[config.mk]
export PLATFORM = sky130hd
export DESIGN_NAME = thr_evcnt
export DESIGN_NICKNAME = d
export VERILOG_FILES = /design/src/rtl/thr_evcnt.sv
export SDC_FILE = /design/constraint.sdc
export NUM_CORES = 1
export LEC_CHECK = 0
export BUFFER_PORTS_ARGS = -buffer_cell sky130_fd_sc_hd__clkbuf_2
export CAP_MARGIN = 15
export CORE_UTILIZATION = 55
export CTS_BUF_LIST = sky130_fd_sc_hd__clkbuf_16
export CTS_CLUSTER_SIZE = 24
export DETAILED_ROUTE_END_ITERATION = 12
export PLACE_DENSITY = 0.83
export SLEW_MARGIN = 30
export SYNTH_ARGS = -nofsm -noshare
export SYNTH_HDL_FRONTEND = slang
export SYNTH_SLANG_ARGS = --single-unit
[constraint.sdc]
create_clock -name clk -period 4.5 [get_ports clk]
set_clock_uncertainty 0.2 [all_clocks]
set_input_delay 0.225 -clock clk [delete_from_list [all_inputs] [get_ports clk]]
set_output_delay 0.225 -clock clk [all_outputs]
set_load 0.02 [all_outputs]
[src/rtl/thr_evcnt.sv]
module thr_evcnt #(
  parameter int EV_W   = 8,
  parameter int CNT_W  = 64,
  parameter int TH_W   = 12,
  parameter int TH_MAX = 255
) (
  input  logic             clk,
  input  logic             rst_n,
  input  logic             cfg_we,
  input  logic [TH_W-1:0]  cfg_thresh,
  input  logic [1:0]       cfg_cmp,
  input  logic             cfg_unit,
  input  logic             err_clr,
  input  logic [EV_W-1:0]  evt,
  input  logic             en,
  input  logic             clr,
  output logic [CNT_W-1:0] count,
  output logic             ovf,
  output logic             cfg_err,
  output logic [TH_W-1:0]  thresh_cap
);
  localparam int CMP_W = (EV_W > TH_W) ? EV_W : TH_W;
  localparam logic [TH_W-1:0] CAP = TH_W'(TH_MAX);

  logic [TH_W-1:0]  th_q;
  logic [1:0]       cmp_q;
  logic             unit_q;
  logic             reject;
  logic             hit;
  logic [EV_W-1:0]  step;
  logic [CNT_W:0]   sum;
  logic [CMP_W-1:0] ev_x, th_x;

  assign thresh_cap = CAP;
  assign reject     = cfg_thresh > CAP;
  assign ev_x       = CMP_W'(evt);
  assign th_x       = CMP_W'(th_q);

  always_comb begin
    case (cmp_q)
      2'd0:    hit = ev_x != th_x;
      2'd1:    hit = ev_x == th_x;
      2'd2:    hit = ev_x >= th_x;
      default: hit = ev_x <  th_x;
    endcase
  end

  always_comb begin
    if (th_q == '0)  step = evt;
    else if (!hit)   step = '0;
    else if (unit_q) step = EV_W'(1);
    else             step = evt;
  end

  assign sum = {1'b0, count} + {{(CNT_W + 1 - EV_W){1'b0}}, step};

  always_ff @(posedge clk or negedge rst_n) begin
    if (!rst_n) begin
      th_q   <= '0;
      cmp_q  <= '0;
      unit_q <= 1'b0;
    end else if (cfg_we && !reject) begin
      th_q   <= cfg_thresh;
      cmp_q  <= cfg_cmp;
      unit_q <= cfg_unit;
    end
  end

  always_ff @(posedge clk or negedge rst_n) begin
    if (!rst_n) cfg_err <= 1'b0;
    else        cfg_err <= (cfg_err & ~err_clr) | (cfg_we & reject);
  end

  always_ff @(posedge clk or negedge rst_n) begin
    if (!rst_n) begin
      count <= '0;
      ovf   <= 1'b0;
    end else if (clr) begin
      count <= '0;
      ovf   <= 1'b0;
    end else if (en) begin
      count <= sum[CNT_W-1:0];
      if (sum[CNT_W]) ovf <= 1'b1;
    end
  end
endmodule

After elaboration in Yosys (flattened, before gate mapping)
Cells that the tools add are included.
Cells by class
  add/sub/neg operators: 1
  equality and inequality tests: 4
  reduce and logical (&&, ||, !) cells: 7
  magnitude comparators: 3
  multiplexer cells: 9
  bitwise logic cells: 4
Operator list (count)
  $mux W64: 2
  $add A64 B8 Y65: 1
  $mux W8: 3
  $eq A8 B12 Y1: 1
  $ge A8 B12 Y1: 1
  $gt A12 B8 Y1 const B: 1
  $logic_not A12 Y1: 1
  $lt A8 B12 Y1: 1
  $ne A8 B12 Y1: 1
  $reduce_bool A2 Y1: 2
  $mux W1: 3
  $pmux W1 S3: 1
  $and A1 B1 Y1: 2
  $eq A2 B1 Y1 const B: 1
  $eq A2 B2 Y1 const B: 1
  $logic_not A2 Y1: 1
  $reduce_and A2 Y1: 1
  $logic_and A1 B1 Y1: 1
  $logic_not A1 Y1: 1
  $not A1 Y1: 1
  $or A1 B1 Y1: 1
Word-level totals
  output and inout port bits: 78
  input bits: 29
  bits in registers: 81
  word-level logic and storage cells: 34

Logic depth before layout (Yosys ltp)
Gate-level depths: netlist of run 1.
  depth after elaboration: 8
  mapped depth: 17
  mapped depth without buffers: 16

Worst setup path before layout of run 1
No wires, ideal clock.
  kind: register -> register
  start point: register th_q[11]
  end point: register count[62]
  period minus slack after synthesis: 4.217 ns
  arrival: 3.886 ns
  setup slack: 0.283 ns
  cell stages (with the launch flop): 15
  required time: 4.169 ns
  buffers on the path: 1
  cell sequence: dfrtp_1 -> or4_4 -> or3_4 -> or4b_1 -> nand3_1 -> a211oi_2 -> and2_1 -> ha_1 -> clkbuf_1 -> nand3_1 -> a21oi_1 -> o221ai_1 -> or3_1 -> xnor2_1 -> nor2b_1
On the way
  cells in the longest elaborated chain, start to end: 7
  elaborated cells between the ends (all ways): 11
  classes of those cells: add/sub: 1; order compare: 2; eq/ne: 2; mux: 5; reduce/logical: 1
RTL lines
  from (decl): line 25  | logic [TH_W-1:0] th_q;
  from (signal assigned): line 63  | th_q <= cfg_thresh;
  $lt A8 B12 Y1, or another cell as far along: line 44  | default: hit = ev_x < th_x;
  $pmux W1 S3: line 40  | case (cmp_q)
  $mux W8: line 50  | else if (!hit) step = '0;
  $mux W8 *: line 49  | if (th_q == '0) step = evt;
  $add A64 B8 Y65 *: line 55  | assign sum = {1'b0, count} + {{(CNT_W + 1 - EV_W){1'b0}}, step};
  $mux W64 *: line 81  | end else if (en) begin
  $mux W64 *: line 78  | end else if (clr) begin
  to (signal assigned): line 82  | count <= sum[CNT_W-1:0];
  to (decl): line 17  | output logic [CNT_W-1:0] count,
Every way passes the cells marked *; elsewhere a longest branch is shown, timed or not. The select of a mux whose other input is x is not followed.
A chain may end at the register's enable or synchronous reset.

Worst setup path in the final report of run 1
  start point: register th_q[11]
  end point: register count[16]
The elaborated chain is that of the path after synthesis.

==> impl_metrics.toml, run 1 <==
[outcome]
status = "complete, no violations"

[synthesis]
ys_warn_count = 0
yosys.cell_types.count = 55
async_flop_share = 1.00
ys.flop_type = "dfrtp_1"
synth_fa_ha_area_frac = 0.0488
yosys-top-cells-area = "dfrtp_1, xnor2_1, nor2_1"
synth_cells = 510
synth_area_leader_cell = "dfrtp_1"
yosys.area_share.simple = 0.263
ys_ff_latch = 81
synth_compound_area_frac = 0.0938
syn-cell-area_um2 = 4770
synth_top_family_by_area = "simple AND/OR/NAND/NOR gates"
synth_top_area_share = 0.425
muxShareOfSynthArea = 0.0385
synth-edff-count = 0
avgSynthCellArea_um2 = 9.36
ys_seq_area_frac = 0.425
synth_xor_area_frac = 0.0826

[sta]
timing.fmax_mhz = 226
setup_tns_ns = 0
rsz0062_at_grt = "true"
finalMaxSlewViolations = 0
worstMarginPinSlew_ns = 0.678
maxSlewHeadroom = 0.548
timing.final.crit_share = 0.982
setup_viol = 0
post-route-min-period_ns = 4.42
hold_viol_final = 0

[cts]
clk_pin_slew_worst_paths_ns = 0.06
cts_tree = "built"
clock_latency_ns = 0.33
cts_buffers = 9
cts.sinks = 81
htreeDepth = 3
post_cts_buffers = 0
clock_path_buffers = 2
cts-root-buf = "clkbuf_16"

[final_layout]
final_common_cell = "clkbuf_2"
antenna_cells = 0
area_delta_synth_final_pct = 23.0
seqCellArea_um2 = 2030
multiInputGateArea_um2 = 2630
drive_above_1_share = 0.246
post-route-util = 0.707
final_nets = 662
num-fill-cells = 611
design_area_um2 = 5870
final_cell_mix = "clkbuf_2, dfrtp_1, nor2_1"

[setup_path]
endpoint_kind = "flip-flop"
worstPathMaxFanout = 9
path_class = "flip-flop to flip-flop"
cp.arrival_ns = 4.45
crit_required_ns = 4.54
worst_setup_path_start_kind = "flip-flop"

[global_routing]
grt_max_degree = 68
grt_pass1_vias = 4068
overflow = 0
antenna_found_initial = 0
grt_usage = 0.283
grt_pass1_wl_um = 19800

[floorplanning]
initial_core_util = 0.575
die_h_um = 95.2
die_w_um = 95.2
rows = 33
core_um2 = 8300
ios = 107
die_area_um2 = 9060

[power_and_ir_drop]
ir_drop_uv = 205
powerDensity_nw_per_um2 = 353
leakagePower_nw = 2.68

[routing]
viasPerCell = 6.06
top_layer = "met4"
drt_iter0_drc = 397
wl_um = 12400
dr.pass1.iters = 5
vias = 4389
post_drt_wl_per_cell_um = 17.2
final_antenna_net_count = 0
wl_met1_um = 5080
wl_met2_um = 6260
wl_met3_um = 822
post-route-drc-count = 0

[hold_path]
min_path_type = "primary input to asynchronous set/reset pin"

[run]
drv_cap = 0

[placement]
dpl.hpwl_um = 8240
place_area_um2 = 5330
gp_congestion = 0.859
port_buffers = 94
[layout make-up]
type	count	share of cell area
Tap cell	105	0.0224
Clock inverter	6	0.0183
Multi-Input combinational cell	392	0.447
Inverter	14	0.00895
Sequential cell	81	0.345
Clock buffer	9	0.0384
Timing Repair Buffer	117	0.120
[per-stage QoR]
stage	setup WS (ns)	power [W]	hold WS, ns	cells
finish	0.0830	0.00207	0.191	724
global route	-0.0351	0.00215	0.241	724
CTS	0.0511	0.00205	0.204	723
detailed placement	0.0724	0.00121	0.0136	694
global placement	0.201	0.00118	0.208	693
floorplan	0.283	0.00110	-0.271	520
[cells in the mapped netlist, drive strengths merged, types with 3 or more instances]
cell / number
buf: 13
nand4b: 3
xnor2: 31
dfrtp: 81
or4: 5
inv: 14
and3: 14
mux2i: 6
nor3b: 4
nand3: 19
nand2: 24
ha: 17
a21o: 8
nor4: 14
mux2: 11
nor2: 59
xor2: 14
a211oi: 3
a21oi: 23
nor3: 17
o21ai: 15
clkbuf: 20
o211ai: 5
or3: 16
nand4: 31
and2: 13
and4: 4
[path summary, 6_finish.rpt]
check                         start        end  slack (ns)  depth (start not counted)
setup / recovery           th_q[11]  count[16]        0.08                         14
hold / removal                rst_n  count[39]        0.19                          2
setup reg to reg           th_q[11]  count[16]        0.08                         14
hold reg to reg             th_q[8]    th_q[8]        0.31                          1
max in group asynchronous     rst_n  count[52]        3.31                          3
min in group clk            th_q[8]    th_q[8]        0.31                          1
[registers in the layout, indices dropped and copies added (netlist names)]
signal   cells
count       64
th_q        12
cmp_q        2
cfg_err      1
ovf          1
unit_q       1
[report_power, final]
group	internal [W]	total (W)	switching [W]	leakage (nW)
Sequential	0.000769	0.000814	0.0000453	1.11
Clock	0.000537	0.000827	0.000291	0.161
Combinational	0.000182	0.000428	0.000247	1.41
Total	0.00149	0.00207	0.000583	2.68
[routing by layer]
| layer | up-vias | global-route usage |
|---|---|---|
| met5 | - | 0 |
| met1 | 2155 | 0.375 |
| met4 | 0 | 0.109 |
| li1 | 2024 | - |
| met2 | 186 | 0.455 |
| met3 | 24 | 0.0598 |
[critical path, stage by stage, from the launching register on]
cell and delay (ns):
dfrtp_1 0.39, or4_4 0.58, or3_4 0.43, or4b_1 0.50, nand3_1 0.17, a211oi_4 0.07
and2_1 0.18, ha_2 0.41, nand3_1 0.13, a21oi_2 0.16, buf_4 0.16, o211ai_1 0.14
buf_4 0.24, or3_1 0.34, a21oi_1 0.20
[cells by family after synthesis]
logic type	after synthesis
AND/OR/NAND/NOR	230
flip-flops	81
AO/OA/AOI/OAI	70
buffers and inverters	47
XOR/XNOR	45
adder cells (fa/ha/maj)	18
multiplexers	17
other	2
[repair_timing]
item,in CTS,in global routing
pin swaps,0,1
gates resized for setup,1,14
endpoints found under the hold margin,45,0
hold buffers,14,0
gates cloned,0,1
endpoints found under the setup margin,4,33
No activity file was read; power rests on OpenSTA's default activity.
==> run 2: changes to the inputs <==
--- a/config.mk
+++ b/config.mk
@@ -11,7 +11,8 @@
 export CTS_BUF_LIST = sky130_fd_sc_hd__clkbuf_16
 export CTS_CLUSTER_SIZE = 24
 export DETAILED_ROUTE_END_ITERATION = 12
-export PLACE_DENSITY = 0.83
+export GPL_TIMING_DRIVEN = 1
+export PLACE_DENSITY = 0.9
 export SLEW_MARGIN = 30
 export SYNTH_ARGS = -nofsm -noshare
 export SYNTH_HDL_FRONTEND = slang
==> run 2 against run 1 <==
Net effect: wire length up 4.9%; final area up 0.36%; sequential power about the same; critical path depth unchanged.
==> impl_metrics.toml, run 2 (same netlist as run 1, synthesis figures left out) <==
[final_layout]
drive_above_1_share = 0.250
reg_top3 = "count: 64 flops, th_q: 12 flops, cmp_q: 2 flops"
num-fill-cells = 549
largest_reg_flops = 64
multiInputGateArea_um2 = 2650
area_delta_synth_final_pct = 23.4
top_register = "count"
final_cell_mix = "clkbuf_2, dfrtp_1, nor2_1"
post-route-util = 0.710
final_common_cell = "clkbuf_2"
seqCellArea_um2 = 2030
final_nets = 663
antenna_cells = 0

[sta]
timing.final.crit_share = 0.980
setup_viol = 0
hold_viol_final = 0
worstMarginPinSlew_ns = 0.670
post-route-min-period_ns = 4.41
finalMaxSlewViolations = 0
timing.fmax_mhz = 227
maxSlewHeadroom = 0.553

[routing]
drt_iter0_drc = 452
wl_um = 13000
wl_met1_um = 5130
vias = 4573
top_layer = "met4"
wl_met2_um = 6500
dr.pass1.iters = 5
wl_met3_um = 948
post-route-drc-count = 0
final_antenna_net_count = 0
viasPerCell = 6.30
post_drt_wl_per_cell_um = 18.0

[floorplanning]
ios = 107
core_um2 = 8300
die_w_um = 95.2
die_h_um = 95.2
initial_core_util = 0.575
rows = 33
die_area_um2 = 9060

[cts]
cts_buffers = 9
cts-root-buf = "clkbuf_16"
post_cts_buffers = 0
htreeDepth = 3
clock_latency_ns = 0.34
clk_pin_slew_worst_paths_ns = 0.07
clock_path_buffers = 2
cts_tree = "built"
cts.sinks = 81

[global_routing]
grt_pass1_vias = 4346
grt_usage = 0.290
overflow = 0
antenna_found_initial = 0
grt_max_degree = 68
grt_pass1_wl_um = 20500

[placement]
dpl.hpwl_um = 8530
gp_congestion = 0.848
port_buffers = 94

[setup_path]
crit_required_ns = 4.55
path_class = "flip-flop to flip-flop"
cp.arrival_ns = 4.47
reg2regPathDepth = 14
endpoint_kind = "flip-flop"
worst_setup_path_start_kind = "flip-flop"
worstPathMaxFanout = 12

[run]
drv_cap = 0

[power_and_ir_drop]
leakagePower_nw = 2.68
ir_drop_uv = 185
powerDensity_nw_per_um2 = 348
total_power_w = 0.00205

[hold_path]
min_path_type = "primary input to asynchronous set/reset pin"

[outcome]
status = "complete, no violations"
[run 2: final timing paths]
kind                           from         to  slack, ns
max                        th_q[11]  count[48]       0.09
min                           rst_n  count[20]       0.18
max reg2reg                th_q[11]  count[48]       0.09
min reg2reg                 th_q[8]    th_q[8]       0.32
max in group asynchronous     rst_n  count[56]       3.33
min in group clk             evt[0]   count[0]       0.31
[run 2: timing repair]
action                                 CTS  global route
setup endpoints to repair                0            47
gates resized for setup                  0            16
endpoints found under the hold margin   46             0
hold buffers                            14             0
[run 2: power by group]
part	internal [W]	switching (W)	total (W)
Clock	0.000486	0.000304	0.000790
Sequential	0.000768	0.0000490	0.000817
Combinational	0.000189	0.000257	0.000446
[run 2: per-stage QoR]
stage          area [um2]  hold WS, ns  instances  setup WS (ns)  setup TNS (ns)
4_1_cts              5800        0.198        726          0.149               0
3_3_place_gp         5310        0.213        695          0.358               0
2_1_floorplan        4810       -0.271        520          0.283               0
3_5_place_dp         5340      0.00764        696          0.220               0
6_report             5890        0.176        726         0.0894               0
5_1_grt              5890        0.223        726     -0.0000555      -0.0000555
[run 2: critical path, cell delays in order, from the launching register on]
cell	delay, ns
dfrtp_1	0.40
or4_4	0.58
or3_4	0.43
or4b_1	0.48
nand3_1	0.15
a211oi_4	0.07
and2_1	0.19
ha_2	0.42
nand3_1	0.12
a21oi_2	0.19
buf_4	0.18
o2111ai_1	0.14
buf_4	0.24
or3_1	0.35
a21oi_1	0.17
[run 2: metal layers]
layer	track usage	up-vias
met4	0.129	0
met5	0	-
met2	0.473	262
met1	0.379	2240
li1	-	2021
met3	0.0463	50
[run 2: final cells by class]
class | instances | area share
multi-input combinational | 392 | 0.450
sequential | 81 | 0.344
timing repair buffer | 118 | 0.121
clock buffer | 9 | 0.0382
tap | 105 | 0.0223
clock inverter | 7 | 0.0159
inverter | 14 | 0.00892
